$ cat config.mk
export PLATFORM = sky130hd
export DESIGN_NAME = cseq_detector
export DESIGN_NICKNAME = d
export VERILOG_FILES = /design/src/rtl/cseq_pkg.sv /design/src/rtl/cseq_key_compare.sv /design/src/rtl/cseq_tracker.sv /design/src/rtl/cseq_cmd_out.sv /design/src/rtl/cseq_detector.sv
export SDC_FILE = /design/constraint.sdc
export NUM_CORES = 1
export LEC_CHECK = 0
export BUFFER_PORTS_ARGS = -buffer_cell sky130_fd_sc_hd__buf_2
export CORE_AREA = 2 2 40 42
export CTS_CLUSTER_SIZE = 16
export DETAILED_ROUTE_END_ITERATION = 16
export DIE_AREA = 0 0 42 44
export PLACE_DENSITY = 0.79
export SYNTH_ARGS = -nofsm -noshare
export SYNTH_HDL_FRONTEND = slang
export SYNTH_SLANG_ARGS = --single-unit
export TNS_END_PERCENT = 20
$ cat constraint.sdc
create_clock -name clk -period 5 [get_ports clk]
set_input_delay 1.5 -clock clk [delete_from_list [all_inputs] [get_ports clk]]
set_output_delay 1.5 -clock clk [all_outputs]
set_load 0.1 [all_outputs]
$ cat src/rtl/cseq_pkg.sv
package cseq_pkg;

  localparam int KEY_W    = 16;
  localparam int NUM_KEYS = 5;

  typedef enum logic [2:0] {
    CMD_NONE      = 3'd0,
    CMD_COMMIT    = 3'd1,
    CMD_RELOAD    = 3'd2,
    CMD_BLOCK_ON  = 3'd3,
    CMD_BLOCK_OFF = 3'd4
  } cmd_e;

  // Key address expected at a given step of the unlock run.
  function automatic logic [KEY_W-1:0] key_at(input int idx);
    case (idx)
      0:       key_at = 16'h4E38;
      1:       key_at = 16'hB1C7;
      2:       key_at = 16'h83E0;
      3:       key_at = 16'h7C1F;
      4:       key_at = 16'h703F;
      default: key_at = '0;
    endcase
  endfunction

  // Command named by the final address of a run.
  function automatic cmd_e cmd_of(input logic [KEY_W-1:0] a);
    case (a)
      16'h8FC0: cmd_of = CMD_COMMIT;
      16'h4C63: cmd_of = CMD_RELOAD;
      16'h8B45: cmd_of = CMD_BLOCK_ON;
      16'h4B46: cmd_of = CMD_BLOCK_OFF;
      default:  cmd_of = CMD_NONE;
    endcase
  endfunction

endpackage

$ cat src/rtl/cseq_key_compare.sv
module cseq_key_compare
  import cseq_pkg::*;
#(
  parameter int CMP_W  = KEY_W,
  parameter int STEP_W = $clog2(NUM_KEYS + 1)
) (
  input  logic [STEP_W-1:0] step,
  input  logic [CMP_W-1:0]  addr_low,
  output logic              advance,
  output logic              restart,
  output cmd_e              cmd_sel
);

  logic [NUM_KEYS-1:0] key_hit;

  genvar gi;
  generate
    for (gi = 0; gi < NUM_KEYS; gi++) begin : g_key
      assign key_hit[gi] = (addr_low == key_at(gi));
    end
  endgenerate

  always_comb begin
    advance = 1'b0;
    for (int i = 0; i < NUM_KEYS; i++) begin
      if (step == STEP_W'(i) && key_hit[i]) advance = 1'b1;
    end
  end

  assign restart = key_hit[0];
  assign cmd_sel = (step == STEP_W'(NUM_KEYS)) ? cmd_of(addr_low) : CMD_NONE;

endmodule

$ cat src/rtl/cseq_tracker.sv
module cseq_tracker
  import cseq_pkg::*;
#(
  parameter int STEP_W = $clog2(NUM_KEYS + 1)
) (
  input  logic              clk,
  input  logic              rst_n,
  input  logic              strobe,
  input  logic              ce_n,
  input  logic              we_n,
  input  logic              advance,
  input  logic              restart,
  input  cmd_e              cmd_sel,
  output logic [STEP_W-1:0] step,
  output logic              fire
);

  localparam logic [STEP_W-1:0] LAST = STEP_W'(NUM_KEYS);

  logic              counted;
  logic              is_write;
  logic [STEP_W-1:0] step_nxt;

  assign counted  = strobe && !ce_n;
  assign is_write = counted && !we_n;
  assign fire     = counted && we_n && (step == LAST) && (cmd_sel != CMD_NONE);

  always_comb begin
    step_nxt = step;
    if (counted) begin
      if (!we_n)        step_nxt = '0;
      else if (fire)    step_nxt = '0;
      else if (advance) step_nxt = step + 1'b1;
      else if (restart) step_nxt = STEP_W'(1);
      else              step_nxt = '0;
    end
  end

  always_ff @(posedge clk) begin
    if (!rst_n) step <= '0;
    else        step <= step_nxt;
  end

  AST_WRITE_CLEARS: assert property (@(posedge clk) disable iff (!rst_n)
    is_write |=> (step == '0));
  AST_UNCOUNTED_HOLDS: assert property (@(posedge clk) disable iff (!rst_n)
    !counted |=> $stable(step));
  AST_STEP_BOUND: assert property (@(posedge clk) disable iff (!rst_n)
    step <= LAST);
  AST_FIRE_RETURNS_IDLE: assert property (@(posedge clk) disable iff (!rst_n)
    fire |=> (step == '0));

endmodule

$ cat src/rtl/cseq_cmd_out.sv
module cseq_cmd_out
  import cseq_pkg::*;
(
  input  logic clk,
  input  logic rst_n,
  input  logic fire,
  input  cmd_e cmd_sel,
  output logic cmd_commit,
  output logic cmd_reload,
  output logic cmd_block_on,
  output logic cmd_block_off,
  output logic blocked
);

  always_ff @(posedge clk) begin
    if (!rst_n) begin
      cmd_commit    <= 1'b0;
      cmd_reload    <= 1'b0;
      cmd_block_on  <= 1'b0;
      cmd_block_off <= 1'b0;
      blocked       <= 1'b0;
    end else begin
      cmd_commit    <= fire && (cmd_sel == CMD_COMMIT);
      cmd_reload    <= fire && (cmd_sel == CMD_RELOAD);
      cmd_block_on  <= fire && (cmd_sel == CMD_BLOCK_ON);
      cmd_block_off <= fire && (cmd_sel == CMD_BLOCK_OFF);
      if (fire && cmd_sel == CMD_BLOCK_ON)       blocked <= 1'b1;
      else if (fire && cmd_sel == CMD_BLOCK_OFF) blocked <= 1'b0;
    end
  end

  AST_ONE_COMMAND: assert property (@(posedge clk) disable iff (!rst_n)
    $onehot0({cmd_commit, cmd_reload, cmd_block_on, cmd_block_off}));
  AST_SINGLE_CYCLE: assert property (@(posedge clk) disable iff (!rst_n)
    (cmd_commit || cmd_reload || cmd_block_on || cmd_block_off) |=>
    !(cmd_commit || cmd_reload || cmd_block_on || cmd_block_off));
  AST_BLOCK_SET: assert property (@(posedge clk) disable iff (!rst_n)
    cmd_block_on |-> blocked);
  AST_BLOCK_CLEAR: assert property (@(posedge clk) disable iff (!rst_n)
    cmd_block_off |-> !blocked);
  AST_BLOCK_STABLE: assert property (@(posedge clk) disable iff (!rst_n)
    !fire |=> $stable(blocked));

endmodule

$ cat src/rtl/cseq_detector.sv
module cseq_detector
  import cseq_pkg::*;
#(
  parameter int ADDR_W = 17
) (
  input  logic              clk,
  input  logic              rst_n,
  input  logic              bus_strobe,
  input  logic [ADDR_W-1:0] bus_addr,
  input  logic              bus_ce_n,
  input  logic              bus_we_n,
  output logic              cmd_commit,
  output logic              cmd_reload,
  output logic              cmd_block_on,
  output logic              cmd_block_off,
  output logic              autocommit_blocked
);

  localparam int CMP_W  = KEY_W;
  localparam int STEP_W = $clog2(NUM_KEYS + 1);

  logic [CMP_W-1:0]  addr_low;
  logic [STEP_W-1:0] step;
  logic              advance;
  logic              restart;
  logic              fire;
  cmd_e              cmd_sel;

  assign addr_low = bus_addr[CMP_W-1:0];

  cseq_key_compare #(.CMP_W(CMP_W), .STEP_W(STEP_W)) u_cmp (
    .step     (step),
    .addr_low (addr_low),
    .advance  (advance),
    .restart  (restart),
    .cmd_sel  (cmd_sel)
  );

  cseq_tracker #(.STEP_W(STEP_W)) u_trk (
    .clk     (clk),
    .rst_n   (rst_n),
    .strobe  (bus_strobe),
    .ce_n    (bus_ce_n),
    .we_n    (bus_we_n),
    .advance (advance),
    .restart (restart),
    .cmd_sel (cmd_sel),
    .step    (step),
    .fire    (fire)
  );

  cseq_cmd_out u_out (
    .clk           (clk),
    .rst_n         (rst_n),
    .fire          (fire),
    .cmd_sel       (cmd_sel),
    .cmd_commit    (cmd_commit),
    .cmd_reload    (cmd_reload),
    .cmd_block_on  (cmd_block_on),
    .cmd_block_off (cmd_block_off),
    .blocked       (autocommit_blocked)
  );

  AST_PULSE_NEEDS_READ: assert property (@(posedge clk) disable iff (!rst_n)
    fire |-> (bus_we_n && !bus_ce_n && bus_strobe));
  AST_PULSE_AFTER_LAST: assert property (@(posedge clk) disable iff (!rst_n)
    (cmd_commit || cmd_reload || cmd_block_on || cmd_block_off) |->
    ($past(step) == STEP_W'(NUM_KEYS)));

endmodule

==> results by group <==
Run
  – Max-cap violations: 0

STA
  – Final setup violation count: 0
  – Slew @ Worst Pin: 455 ps
  – Setup tns final: 0 ps
  – Slew headroom: 69.2%
  – Max Freq: 0.333 GHz
  – Skew final: 0.924 ps
  – Period utilization: 60.0%
  – Final Hold Fails: 0
  – Tmin final: 3000 ps
  – RSZ-0062 raised after global routing: no
  – Final worst slack: 2000 ps
  – Slew Viols, Final: 0

Outcome
  – Outcome: completed

Layout
  – Final instance area: about 840 um2
  – Fin nets: 138
  – Most frequent cells in the layout: buf_2, nand2_1, dfxtp_1, nor4bb_1
  – Area growth syn-to-layout: 25.0%
  – Layout cells sized above 1: 30.3%
  – Antenna cells: 0
  – Leading cell type in the layout, fill and taps excluded: buf_2

Worst setup path
  – CP Capture Type: flop
  – CP Max Fanout: 5
  – Origin of the worst setup path: bus_addr[0]
  – Reg2reg start: u_trk.step[0]$_SDFFE_PN0P_
  – CP startpoint kind: primary input
  – Crit-path max cell delay: between 500 and 600 ps
  – CP Cell Sequence: buf_2 -> or4_4 -> or2_2 -> o311a_1 -> o21ai_1 -> o21ai_0
  – Slowest CP cell: or4_4
  – CP required: 5120 ps
  – Critical path data arrival time: about 3100 ps
  – Crit path kind: in2reg

Detailed routing
  – Routed Antenna Nets: 0
  – Wire length on met2: 835 um
  – Drc violations: 0
  – Vias per inst: 6.28
  – Top layer in use: met4
  – WL/cell: ~13 um
  – Final wirelength: 1640 um
  – Total vias in the final route: just under 800
  – Met1 WL: between 700 and 800 um
  – Drt pass-1 iters: 4
  – Drt initial violations: 15
  – WL met3: approximately 78 um

Synthesis
  – Synth warn: 0
  – Cell area after synthesis: 672 um2
  – #FFs+latches synth: 8
  – Sequential area share after synthesis: 23.8%
  – Syn Inst Count: 81
  – Yosys cell types: 32
  – Avg Inst Size Synth: 8.29 um2
  – Synthesized net count: roughly 110

Global routing
  – GR Util All Layers: 20.3%
  – Largest net degree at the start of global routing: 8
  – First-pass GRT wire length: a little under 3000 um
  – Initial antenna violation count: 0
  – Global route overflow: 0
  – Vias in the first global route: roughly 730

Floorplan
  – Starting Density: between 40% and 50%
  – Die Width: 42 um
  – Core ar.: 1420 um2
  – FP Rows: 14
  – Die height: 44 um
  – Die area: 1850 um2
  – # IOs: 27

Clock tree
  – Num CTS Buffers: 3
  – CTS tree: yes
  – Worst-Skew Late Latency: 250 ps
  – Root Driver: clkbuf_4
  – Post-cts resize count: 0
  – CTS clk-pin slew, worst paths: 50 ps
  – CTS Hold Bufs: 0
  – Clock buffer depth: 2
  – # H-tree levels: 1
  – CTS Sinks: 8
  – Post-CTS setup buffer count: 0

Hold path
  – Hold Crit Start: u_out.blocked$_SDFFE_PN0P_
  – Hold crit path type: reg2reg

Power
  – VDD IR max: 0.134 mV
  – Leakage power: 0.334 nW
  – Power Dens Cells: 161 nW/um2

Placed design
  – RePlAce Congestion: 0.858
  – Cell Area, Placed: ~800 um2
  – Port-buffer cells: 25
  – Detailed placement HPWL: 1360 um
  – DP Worst Slack: 1740 ps
==> worst paths after layout <==
path	endpoint	slack (ps)	depth (start not counted)
max	u_trk.step[0]$_SDFFE_PN0P_	2000	6
min	u_out.blocked$_SDFFE_PN0P_	480	1
max reg2reg	u_out.blocked$_SDFFE_PN0P_	3280	6
min reg2reg	u_out.blocked$_SDFFE_PN0P_	480	1
==> critical path, delay by kind of cell <==
kind	cells	cell delay, ps
buffers and inverters	1	130
and+or+nand+nor	2	870
AOI/OAI and AO/OA	3	640
==> routing by layer <==
metal | GRT usage (%) | vias up
li1 | - | 379
met1 | 24.7 | 380
met2 | 33.8 | 24
met3 | 7.08 | 2
met4 | 6.45 | 0
met5 | 0 | -
==> synthesized netlist by cell type, drive strengths merged <==
cell type	instances	area, um2
nand2	9	33.8
dfxtp	8	160
nor4bb	7	70.1
inv	6	22.5
nand4	6	37.5
ha	5	62.6
nand3	4	20.0
nor4b	4	35.0
nor2	3	11.3
o21ai	3	15.0
o31ai	3	22.5
a211oi	2	20.0
a21oi	2	10.0
and3b	2	17.5
and4b	2	20.0
a21boi	1	7.51
a31o	1	8.76
and2	1	6.26
and2b	1	7.51
nand3b	1	7.51
nand4b	1	8.76
nor2b	1	6.26
nor3	1	5.00
nor3b	1	7.51
nor4	1	6.26
o311a	1	10.0
or2	1	6.26
or3	1	6.26
or3b	1	8.76
or4	1	11.3
==> metrics by stage <==
step / hold WS [ps] / power, mW / std cells / utilization, %
2_1_floorplan: 472 / 0.0734 / 81 / -
5_1_grt: 505 / 0.142 / 125 / 59.2
4_1_cts: 488 / 0.136 / 125 / 59.2
3_3_place_gp: 464 / 0.0877 / 122 / 57.6
6_report: 484 / 0.135 / 125 / 59.2
3_5_place_dp: 476 / 0.0882 / 122 / 57.6
==> state kept, by name, indices dropped and copies added, names as in the netlist <==
signal / count
u_trk.step: 3
u_out.cmd_block_off: 1
u_out.cmd_commit: 1
u_out.cmd_block_on: 1
u_out.cmd_reload: 1
u_out.blocked: 1
==> power by group <==
group,switching (mW),internal [mW]
sequential,0.0000000392,0.0638
clock,0.0204,0.0274
combinational,0.0123,0.0113
total,0.0327,0.102
==> area by class of cell <==
cell class | count | area (um2)
fill | 134 | 579
multi-input combinational | 67 | 489
sequential | 8 | 160
timing repair buffer | 25 | 125
clock buffer | 3 | 22.5
inverter | 6 | 22.5
tap | 16 | 20.0
==> logic make-up (layout without fill, tap and decap cells) <==
family                     Yosys count  in the layout  synth area share (%)
and+or+nand+nor                     49             49                  49.5
AOI/OAI and AO/OA                   13             13                  14.0
adders and majority gates            5              5                  9.31
DFF                                  8              8                  23.8
buffers and inverters                6             34                  3.35
Power figures use the tool's default switching activity.
